`config.mk`:
```
export PLATFORM = sky130hd
export DESIGN_NAME = cmdport_top
export DESIGN_NICKNAME = d
export VERILOG_FILES = /design/src/rtl/cmdport_pkg.sv /design/src/rtl/cmdport_decode.sv /design/src/rtl/cmdport_seq.sv /design/src/rtl/cmdport_regs.sv /design/src/rtl/cmdport_events.sv /design/src/rtl/cmdport_top.sv
export SDC_FILE = /design/constraint.sdc
export NUM_CORES = 1
export LEC_CHECK = 0
export BUFFER_PORTS_ARGS = -buffer_cell sky130_fd_sc_hd__clkbuf_2
export CAP_MARGIN = 0
export CORE_MARGIN = 1.5
export CORE_UTILIZATION = 52
export CTS_BUF_LIST = sky130_fd_sc_hd__clkbuf_8 sky130_fd_sc_hd__clkbuf_16
export CTS_CLUSTER_DIAMETER = 50
export CTS_CLUSTER_SIZE = 12
export DETAILED_ROUTE_END_ITERATION = 6
export PLACE_DENSITY_LB_ADDON = 0.15
export SLEW_MARGIN = 20
export SYNTH_ARGS = -nofsm -noshare
export SYNTH_HDL_FRONTEND = slang
export SYNTH_HIERARCHICAL = 1
export SYNTH_SLANG_ARGS = --single-unit
```
`constraint.sdc`:
```
create_clock -name clk -period 3.2 [get_ports clk]
set_input_delay 0.16 -clock clk [delete_from_list [all_inputs] [get_ports clk]]
set_output_delay 0.16 -clock clk [all_outputs]
set_load 0.02 [all_outputs]
```
`src/rtl/cmdport_pkg.sv`:
```
package cmdport_pkg;
  localparam int CMD_W = 16;
  localparam int OPC_W = 5;
  localparam int ARG_W = CMD_W - OPC_W;

  typedef enum logic [OPC_W-1:0] {
    OPC_RESET_ALL = 5'd0,
    OPC_WINDOW    = 5'd1,
    OPC_TX_RESET  = 5'd2,
    OPC_RX_RESET  = 5'd3,
    OPC_TX_ON     = 5'd4,
    OPC_TX_OFF    = 5'd5,
    OPC_RX_ON     = 5'd6,
    OPC_RX_OFF    = 5'd7,
    OPC_STALL     = 5'd8,
    OPC_ACK       = 5'd9,
    OPC_INT_MASK  = 5'd10,
    OPC_IND_MASK  = 5'd11
  } opc_e;

  typedef enum logic [1:0] {
    ACT_GLOBAL = 2'd0,
    ACT_TX     = 2'd1,
    ACT_RX     = 2'd2,
    ACT_NONE   = 2'd3
  } act_e;

  typedef enum logic [1:0] {
    STL_DN_ON  = 2'd0,
    STL_DN_OFF = 2'd1,
    STL_UP_ON  = 2'd2,
    STL_UP_OFF = 2'd3
  } stall_e;

  typedef struct packed {
    logic valid;
    logic downstream;
    act_e act;
    logic win;
    logic tx_on;
    logic tx_off;
    logic rx_on;
    logic rx_off;
    logic stall;
    logic ack;
    logic int_ld;
    logic ind_ld;
  } cmd_dec_t;

  function automatic logic [OPC_W-1:0] opc_of(input logic [CMD_W-1:0] w);
    return w[CMD_W-1:ARG_W];
  endfunction

  function automatic logic [ARG_W-1:0] arg_of(input logic [CMD_W-1:0] w);
    return w[ARG_W-1:0];
  endfunction

  // One event bit: a qualified set wins over an acknowledge, a completed
  // full reset wins over both.
  function automatic logic evt_bit_next(input logic cur, input logic set,
                                        input logic ack, input logic clr);
    logic n;
    n = cur;
    if (ack) n = 1'b0;
    if (set) n = 1'b1;
    if (clr) n = 1'b0;
    return n;
  endfunction
endpackage

```
`src/rtl/cmdport_decode.sv`:
```
module cmdport_decode
  import cmdport_pkg::*;
(
  input  logic [CMD_W-1:0] word,
  output cmd_dec_t         dec,
  output logic [ARG_W-1:0] arg
);
  logic [OPC_W-1:0] opc;

  assign opc = opc_of(word);
  assign arg = arg_of(word);

  always_comb begin
    dec     = '0;
    dec.act = ACT_NONE;
    case (opc)
      OPC_RESET_ALL: begin dec.valid = 1'b1; dec.downstream = 1'b1; dec.act = ACT_GLOBAL; end
      OPC_TX_RESET:  begin dec.valid = 1'b1; dec.downstream = 1'b1; dec.act = ACT_TX;     end
      OPC_RX_RESET:  begin dec.valid = 1'b1; dec.downstream = 1'b1; dec.act = ACT_RX;     end
      OPC_WINDOW:    begin dec.valid = 1'b1; dec.win    = 1'b1; end
      OPC_TX_ON:     begin dec.valid = 1'b1; dec.tx_on  = 1'b1; end
      OPC_TX_OFF:    begin dec.valid = 1'b1; dec.tx_off = 1'b1; end
      OPC_RX_ON:     begin dec.valid = 1'b1; dec.rx_on  = 1'b1; end
      OPC_RX_OFF:    begin dec.valid = 1'b1; dec.rx_off = 1'b1; end
      OPC_STALL:     begin dec.valid = 1'b1; dec.stall  = 1'b1; end
      OPC_ACK:       begin dec.valid = 1'b1; dec.ack    = 1'b1; end
      OPC_INT_MASK:  begin dec.valid = 1'b1; dec.int_ld = 1'b1; end
      OPC_IND_MASK:  begin dec.valid = 1'b1; dec.ind_ld = 1'b1; end
      default: ;
    endcase
  end
endmodule

```
`src/rtl/cmdport_seq.sv`:
```
module cmdport_seq
  import cmdport_pkg::*;
(
  input  logic     clk,
  input  logic     rst_n,
  input  logic     fire,
  input  cmd_dec_t dec,
  input  logic     act_done,
  output logic     busy,
  output logic     act_req,
  output act_e     act_code,
  output logic     glob_done,
  output logic     stn_mask_clr
);
  logic pend_q;
  act_e code_q;

  assign act_req   = pend_q;
  assign act_code  = code_q;
  assign glob_done = pend_q && act_done && (code_q == ACT_GLOBAL);

  always_ff @(posedge clk or negedge rst_n) begin
    if (!rst_n) begin
      busy         <= 1'b0;
      pend_q       <= 1'b0;
      code_q       <= ACT_NONE;
      stn_mask_clr <= 1'b0;
    end else begin
      stn_mask_clr <= glob_done;
      if (fire) begin
        busy   <= 1'b1;
        pend_q <= dec.downstream;
        code_q <= dec.downstream ? dec.act : ACT_NONE;
      end else if (pend_q) begin
        if (act_done) begin
          busy   <= 1'b0;
          pend_q <= 1'b0;
          code_q <= ACT_NONE;
        end
      end else begin
        busy <= 1'b0;
      end
    end
  end
endmodule

```
`src/rtl/cmdport_regs.sv`:
```
module cmdport_regs
  import cmdport_pkg::*;
#(
  parameter int EVT_W = 11,
  parameter int WIN_W = 3
) (
  input  logic             clk,
  input  logic             rst_n,
  input  logic             fire,
  input  logic             clr_all,
  input  cmd_dec_t         dec,
  input  logic [ARG_W-1:0] arg,
  output logic [WIN_W-1:0] window,
  output logic [EVT_W-1:0] int_mask,
  output logic [EVT_W-1:0] ind_mask,
  output logic             tx_en,
  output logic             rx_en,
  output logic             dn_stall,
  output logic             up_stall
);
  stall_e stl;
  assign stl = stall_e'(arg[1:0]);

  always_ff @(posedge clk or negedge rst_n) begin
    if (!rst_n) begin
      window   <= '0;
      int_mask <= '0;
      ind_mask <= '0;
      tx_en    <= 1'b0;
      rx_en    <= 1'b0;
      dn_stall <= 1'b0;
      up_stall <= 1'b0;
    end else if (clr_all) begin
      window   <= '0;
      int_mask <= '0;
      ind_mask <= '0;
      tx_en    <= 1'b0;
      rx_en    <= 1'b0;
      dn_stall <= 1'b0;
      up_stall <= 1'b0;
    end else if (fire) begin
      if (dec.win)    window   <= arg[WIN_W-1:0];
      if (dec.int_ld) int_mask <= arg[EVT_W-1:0];
      if (dec.ind_ld) ind_mask <= arg[EVT_W-1:0];
      if (dec.tx_on)  tx_en    <= 1'b1;
      if (dec.tx_off) tx_en    <= 1'b0;
      if (dec.rx_on)  rx_en    <= 1'b1;
      if (dec.rx_off) rx_en    <= 1'b0;
      if (dec.stall) begin
        case (stl)
          STL_DN_ON:  dn_stall <= 1'b1;
          STL_DN_OFF: dn_stall <= 1'b0;
          STL_UP_ON:  up_stall <= 1'b1;
          STL_UP_OFF: up_stall <= 1'b0;
          default: ;
        endcase
      end
    end
  end
endmodule

```
`src/rtl/cmdport_events.sv`:
```
module cmdport_events
  import cmdport_pkg::*;
#(
  parameter int EVT_W = 11
) (
  input  logic             clk,
  input  logic             rst_n,
  input  logic             clr_all,
  input  logic             ack_fire,
  input  logic [EVT_W-1:0] ack_mask,
  input  logic [EVT_W-1:0] evt_in,
  input  logic [EVT_W-1:0] ind_mask,
  input  logic [EVT_W-1:0] int_mask,
  output logic [EVT_W-1:0] evt_q,
  output logic             irq
);
  for (genvar g = 0; g < EVT_W; g++) begin : g_bit
    logic set_b, ack_b;
    assign set_b = evt_in[g] & ind_mask[g];
    assign ack_b = ack_fire & ack_mask[g];
    always_ff @(posedge clk or negedge rst_n) begin
      if (!rst_n) evt_q[g] <= 1'b0;
      else        evt_q[g] <= evt_bit_next(evt_q[g], set_b, ack_b, clr_all);
    end
  end

  assign irq = |(evt_q & int_mask);
endmodule

```
`src/rtl/cmdport_top.sv`:
```
module cmdport_top
  import cmdport_pkg::*;
#(
  parameter int EVT_W = 11,
  parameter int WIN_W = 3
) (
  input  logic             clk,
  input  logic             rst_n,
  input  logic             wr_en,
  input  logic [15:0]      wr_data,
  output logic [15:0]      rd_data,
  output logic             irq,
  input  logic [EVT_W-1:0] evt_in,
  output logic             act_req,
  output logic [1:0]       act_code,
  input  logic             act_done,
  output logic [WIN_W-1:0] window,
  output logic             tx_en,
  output logic             rx_en,
  output logic             dn_stall,
  output logic             up_stall,
  output logic             stn_mask_clr
);
  localparam int EVT_LSB  = 0;
  localparam int IRQ_BIT  = ARG_W - (ARG_W - 11);
  localparam int BUSY_BIT = IRQ_BIT + 1;
  localparam int WIN_LSB  = BUSY_BIT + 1;

  cmd_dec_t         dec;
  logic [ARG_W-1:0] arg;
  logic             busy;
  logic             accept;
  logic             fire;
  logic             fire_simple;
  logic             fire_ack;
  logic             fire_win;
  logic             glob_done;
  act_e             code;
  logic [EVT_W-1:0] evt_q;
  logic [EVT_W-1:0] int_mask;
  logic [EVT_W-1:0] ind_mask;

  // named events used by the bound checker
  assign accept      = wr_en && !busy;
  assign fire        = accept && dec.valid;
  assign fire_simple = fire && !dec.downstream;
  assign fire_ack    = fire && dec.ack;
  assign fire_win    = fire && dec.win;

  cmdport_decode u_dec (
    .word (wr_data),
    .dec  (dec),
    .arg  (arg)
  );

  cmdport_seq u_seq (
    .clk          (clk),
    .rst_n        (rst_n),
    .fire         (fire),
    .dec          (dec),
    .act_done     (act_done),
    .busy         (busy),
    .act_req      (act_req),
    .act_code     (code),
    .glob_done    (glob_done),
    .stn_mask_clr (stn_mask_clr)
  );
  assign act_code = code;

  cmdport_regs #(.EVT_W(EVT_W), .WIN_W(WIN_W)) u_regs (
    .clk      (clk),
    .rst_n    (rst_n),
    .fire     (fire),
    .clr_all  (glob_done),
    .dec      (dec),
    .arg      (arg),
    .window   (window),
    .int_mask (int_mask),
    .ind_mask (ind_mask),
    .tx_en    (tx_en),
    .rx_en    (rx_en),
    .dn_stall (dn_stall),
    .up_stall (up_stall)
  );

  cmdport_events #(.EVT_W(EVT_W)) u_evt (
    .clk      (clk),
    .rst_n    (rst_n),
    .clr_all  (glob_done),
    .ack_fire (fire_ack),
    .ack_mask (arg[EVT_W-1:0]),
    .evt_in   (evt_in),
    .ind_mask (ind_mask),
    .int_mask (int_mask),
    .evt_q    (evt_q),
    .irq      (irq)
  );

  always_comb begin
    rd_data = '0;
    rd_data[EVT_LSB +: EVT_W] = evt_q;
    rd_data[IRQ_BIT]          = irq;
    rd_data[BUSY_BIT]         = busy;
    rd_data[WIN_LSB +: WIN_W] = window;
  end
endmodule

```
; Yosys cells after proc, flatten, opt, wreduce, memory -nomap -nowiden
; Index checks and enable logic that the tools add are counted.
[op_classes]
n_eq_ne = 15
n_reduce_logical = 41
n_bitwise = 23
muxes = 79
[op_table]
columns = operator, count
row1 = 11-bit two-way mux, 6
row2 = 1-bit two-way mux, 63
row3 = 3-bit nonzero test, 15
row4 = 1-bit bitwise AND, 22
row5 = "5-bit by 3-bit == test with 1-bit output, second input constant", 4
row6 = "5-bit by 4-bit == test with 1-bit output, second input constant", 4
row7 = 2-bit nonzero test, 7
row8 = 2-bit AND reduction, 6
row9 = 12-bit OR reduction, 1
row10 = 11-bit bitwise AND, 1
row11 = 11-bit OR reduction, 1
row12 = "5-bit by 2-bit == test with 1-bit output, second input constant", 2
row13 = 3-bit two-way mux, 3
row14 = 3-bit one-hot mux with 3 select lines, 1
row15 = 2-bit two-way mux, 4
row16 = 3-bit AND reduction, 2
row17 = "5-bit by 1-bit == test with 1-bit output, second input constant", 1
row18 = 1-bit logical AND, 5
row19 = 5-bit zero test, 1
row20 = "2-bit == test, second input constant", 2
row21 = 2-bit zero test, 2
row22 = 1-bit one-hot mux with 2 select lines, 2
row23 = "3-bit != test, second input constant", 1
row24 = "2-bit by 1-bit == test with 1-bit output, second input constant", 1
row25 = 1-bit zero test, 1
[word_totals]
in_bits = 31
reg_bits = 45
out_inout_bits = 28

; Logic depth before layout (Yosys ltp)
[depth]
word_depth = 9
depth_mapped = 7
depth_no_buf = 6

; By module
; The synthesis kept the hierarchy.
[by_module_without_submodules]
columns = module, instances, cells_per_inst, area_per_inst_um2, seq_area_each_um2
row1 = cmdport_regs, 1, 128, 1405.1, 725.7
row2 = cmdport_events, 1, 53, 508.0, 275.3
row3 = cmdport_decode, 1, 31, 209.0, 0.0
row4 = cmdport_seq, 1, 17, 195.2, 127.6
row5 = cmdport_top, 1, 7, 57.6, 0.0

; Least setup slack after synthesis
; Ideal clock, no wire load.
[synth_path]
path_kind = flip-flop to output port
startpoint = register u_evt.evt_q[5]
endpoint = output port rd_data[11]
t_required_ns = 3.040
t_arrival_ns = 1.367
path_slack_ns = 1.673
stages_incl_launch_ff = 6
path_buffers = 1
cell_sequence = dfrtp_1 a22o_1 a221oi_2 and3_1 nand2_1 buf_4
[synth_between]
elab_chain_len = 2
[synth_lines]
columns = item, line_no
row1 = from (decl), cmdport_events.sv:14  ; output logic [EVT_W-1:0] evt_q,
row2 = "from (signal, indexed assignment)", cmdport_events.sv:23  ; else evt_q[g] <= evt_bit_next(evt_q[g], set_b, ack_b, clr_all);
row3 = 11-bit bitwise AND, cmdport_events.sv:27  ; assign irq = |(evt_q & int_mask);
row4 = 11-bit OR reduction, cmdport_events.sv:27
row5 = to (decl), cmdport_top.sv:11  ; output logic [15:0] rd_data,
; No other way between the ends.

; Worst setup path after layout
[layout_path]
startpoint = register u_seq.busy
endpoint = register u_regs.rx_en
[layout_between]
elab_chain_len = 5
[layout_lines]
columns = item, line_no
row1 = from (decl), cmdport_seq.sv:9  ; output logic busy,
row2 = from (signal assigned), cmdport_seq.sv:24  ; busy <= 1'b0;
row3 = from (signal assigned), cmdport_seq.sv:31  ; busy <= 1'b1;
row4 = from (signal assigned), cmdport_seq.sv:36  ; busy <= 1'b0;
row5 = 1-bit zero test, cmdport_top.sv:44  ; assign accept = wr_en && !busy;
row6 = 1-bit logical AND, cmdport_top.sv:44
row7 = 1-bit logical AND, cmdport_top.sv:45  ; assign fire = accept && dec.valid;
row8 = named net fire, cmdport_top.sv:33  ; logic fire;
row9 = 2-bit nonzero test (no line), --
row10 = 2-bit AND reduction (no line), --
row11 = to (signal assigned), cmdport_regs.sv:38  ; rx_en <= 1'b0;
row12 = to (signal assigned), cmdport_regs.sv:47  ; if (dec.rx_on) rx_en <= 1'b1;
row13 = to (signal assigned), cmdport_regs.sv:48  ; if (dec.rx_off) rx_en <= 1'b0;
row14 = to (decl), cmdport_regs.sv:17  ; output logic rx_en,
; The timed path passes the listed nets, and every way through them passes these cells.
; A chain may end at the register's enable or synchronous reset.

==> impl_results.md <==
- Die Y: 70.58 microns
- I/O Pins: 59
- Syn Inst Count: 236
- Clock group share of total power: 21.9%
- Max clock buf depth: 2
- Cell count along the critical path: 3
- Setup TNS: 0 ns
- Initial drt markers: 110
- Port Buf Inserts: 58
- Tcrit/Tclk final: 58.61%
- Worst hold path class: in -> reg
- Reg2Reg Depth: 3
- Pre-antenna DRT Iters: 4
- Synth unique cells: 38
- CTS tree: built
- Logic pwr share: 28.1%
- Area Growth Syn to Fin: 11.38%
- Total Power: 1.477 mW
- Vias: 1823
- Delay-heaviest family, CP: simple AND/OR/NAND/NOR gates
- Ys async rst share: 100.0%
- RSZ-0062 raised after global routing: no
- Max-cap violations: 0
- CP Launch Type: flip-flop
- Netlist Area Pre-Place: 2375 sq um
- Num Clock Sinks: 45
- Seq pwr share: 49.9%
- Cells after DPL: 320
- Row cnt: 24
- H-tree Lvls: 2
- Setup violators final: 0
- N_diodes: 0
- Routed Antenna Nets: 0
- DP Worst Slack: 1.206 ns
- Final Hold Violating Endpoints: 0
- Fin. max-slew vios: 0
- Post-synth top flop: dfrtp_1
- Fin cells: 329
- Synth top area share: 45.31%
- Worst hold slack: 0.1247 ns
- Setup crit start: u_seq/busy$_DFFE_PN0P_
- Area contributors post-synth: dfrtp_1 45%, a21bo_2 6.3%, a21oi_1 5.9%, buf_4 5.7%, nand3_1 5.7%
- Peak Freq: 533.2 MHz
- Status: finished clean
- Crit Reg-Reg Startpoint: u_seq/busy$_DFFE_PN0P_
- Nets@finish: 307
- Yosys warnings: 6
- PD cells: 558.4 nW/um^2
- Buffers plus inverters on the worst setup path: 0
- Core area: 4384 sq um
- Switch share: 33.44%
- Antenna violations before repair: 0
- Largest net degree at the start of global routing: 63
- Synth Area per Inst: 10.06 sq um
- Internal power: 0.9831 mW
- Leakage: 1.284 nW
- Worst Tran Pin Value: 1.042 ns
- Final setup margin: 1.325 ns
- Cts repair resizes: 0
- WP data arrival: 2.08 ns
- Commonest cells in the synthesized netlist: 43 x dfrtp_1, 28 x a21oi_1, 27 x nand3_1
- R2R Path End: u_regs/rx_en$_DFFE_PN0P_
- Slowest stage cell, crit path: and3b_2
- Share of layout cells above drive strength 1: 34.66%
- Total CTS buffers: 5
- Synth Register Bits: 45
- Cell with the most instances after synthesis: dfrtp_1
- Clock latency on the worst-skew pair: 0.29 ns
- Synthesized net count: 267
- CP required: 3.40 ns
- Initial Utilization: 54.17%
- Die W: 70.58 microns
- CP endpoint kind: flip-flop
- Post-synth EDFFs: 0
- HPWL Detailed: 3.271 mm
- Hold Buf Count CTS: 1
- Via-to-Cell Ratio: 5.541
- Gr usage total: 20.83%
- Final wirelength: 4.889 mm
- Post-synthesis sequential area ratio: 47.52%
- Drt wl/cell: 14.86 microns
- # Post-CTS Setup Buffers: 0
- Worst Setup Path Type: reg -> reg
- Crit path cell chain: and3b_2 -> a21oi_1 -> a211oi_2
- CP max stage delay: 0.95 ns
- GPL Wtd Cong: 0.8115
- CTS root buf: clkbuf_8
- Largest area contributor in the netlist: dfrtp_1
- Fill count: 392
- Vias in the first global route: 1715
- Congestion Overflow GR: 0
- Clk_skew: 0.006090 ns
- Critical Path End: u_regs/rx_en$_DFFE_PN0P_
- Remaining DRCs: 0
- Reg clk slew, reported paths: 0.08 ns
- R2R setup slack: 1.32 ns
- Rel. slew slack: 30.54%
- Peak VDD IR: 358.4 uV
- First-pass GRT wire length: 8.321 mm
- Net Switching: 0.4940 mW
- Die ar.: 4982 sq um
- Crit path time final: 1.875 ns
- Crit-path max FO: 62
-- state kept, by name, summed over array words and instances, names as in the netlist --
signal / flops
u_seq/stn_mask_clr: 1
u_regs/tx_en: 1
u_regs/dn_stall: 1
u_seq/busy: 1
u_evt/evt_q: 11
u_seq/act_code: 2
u_regs/window: 3
u_regs/up_stall: 1
u_regs/rx_en: 1
u_regs/ind_mask: 11
u_seq/act_req: 1
u_regs/int_mask: 11
-- worst min-delay path by stage --
| stage | slack [ns] | startpoint | endpoint | depth (start not counted) |
|---|---|---|---|---|
| 6_report | 0.12 | wr_data[4] | u_regs/ind_mask[4]$_DFFE_PN0P_ | 3 |
| 5_1_grt | 0.11 | wr_data[4] | u_regs/ind_mask[4]$_DFFE_PN0P_ | 3 |
| 4_1_cts | 0.12 | wr_data[4] | u_regs/ind_mask[4]$_DFFE_PN0P_ | 3 |
| 3_5_place_dp | 0.28 | rst_n | u_seq/busy$_DFFE_PN0P_ | 2 |
| 3_3_place_gp | 0.29 | rst_n | u_seq/busy$_DFFE_PN0P_ | 2 |
| 2_1_floorplan | -0.14 | rst_n | u_evt/evt_q[0]$_DFFE_PN0P_ | 0 |
-- cells by family (layout without fill, tap and decap cells) --
family / Yosys count / in the layout / synth area share (%)
buffers and inverters: 33 / 74 / 9.483
AOI/OAI and AO/OA: 75 / 75 / 24.45
muxes: 2 / 2 / 0.8430
and+or+nand+nor: 81 / 81 / 17.70
DFF: 45 / 45 / 47.52
-- power by group through the flow --
| stage | Clock, mW | Combinational (mW) | Sequential, mW |
|---|---|---|---|
| final | 0.324 | 0.416 | 0.738 |
| after global placement | 0 | 0.413 | 0.748 |
| after CTS | 0.335 | 0.421 | 0.739 |
| after detailed placement | 0 | 0.418 | 0.751 |
| after global routing | 0.360 | 0.454 | 0.752 |
| after floorplan | 0 | 0.223 | 0.813 |
-- per-layer routing --
layer	global-route usage, %	vias to the layer above	part of all wire [%]
met1	29.69	872	48
met3	5.128	2	3.8
met4	4.403	0	0.55
li1	-	906	-
met5	0	-	0
met2	32.81	43	47
-- layout by cell type (no fill, tap or decap), drive strengths merged, types with 2 or more instances in the layout --
master and n:
clkbuf 63, dfrtp 43, a21oi 28, nand3 27, a21bo 25, nor2 17
nand2 15, a22oi 13, nand2b 6, inv 5, buf 5, nor3 3
a211oi 2, mux2i 2, dfstp 2, or3b 2
-- worst min-delay path: stages --
cell and delay (ns):
clkbuf_2 0.10, nand3_1 0.06, a21oi_1 0.05
-- metrics by stage --
| stage | instance area, sq um | utilization, % |
|---|---|---|
| 6_report | 2645 | 60.33 |
| 5_1_grt | 2645 | 60.33 |
| 4_1_cts | 2645 | 60.33 |
| 3_5_place_dp | 2555 | 58.28 |
| 3_3_place_gp | 2555 | 58.28 |
| 2_1_floorplan | 2375 | - |
-- cell type report --
cell class / instances / area (sq um) / share of cell area [%]
multi-input combinational: 158 / 1026 / 38.79
tap: 52 / 65.06 / 2.460
inverter: 2 / 7.507 / 0.2838
sequential: 45 / 1129 / 42.67
clock inverter: 3 / 11.26 / 0.4257
clock buffer: 5 / 68.82 / 2.602
timing repair buffer: 64 / 337.8 / 12.77
(Power assumes the default switching activity.)
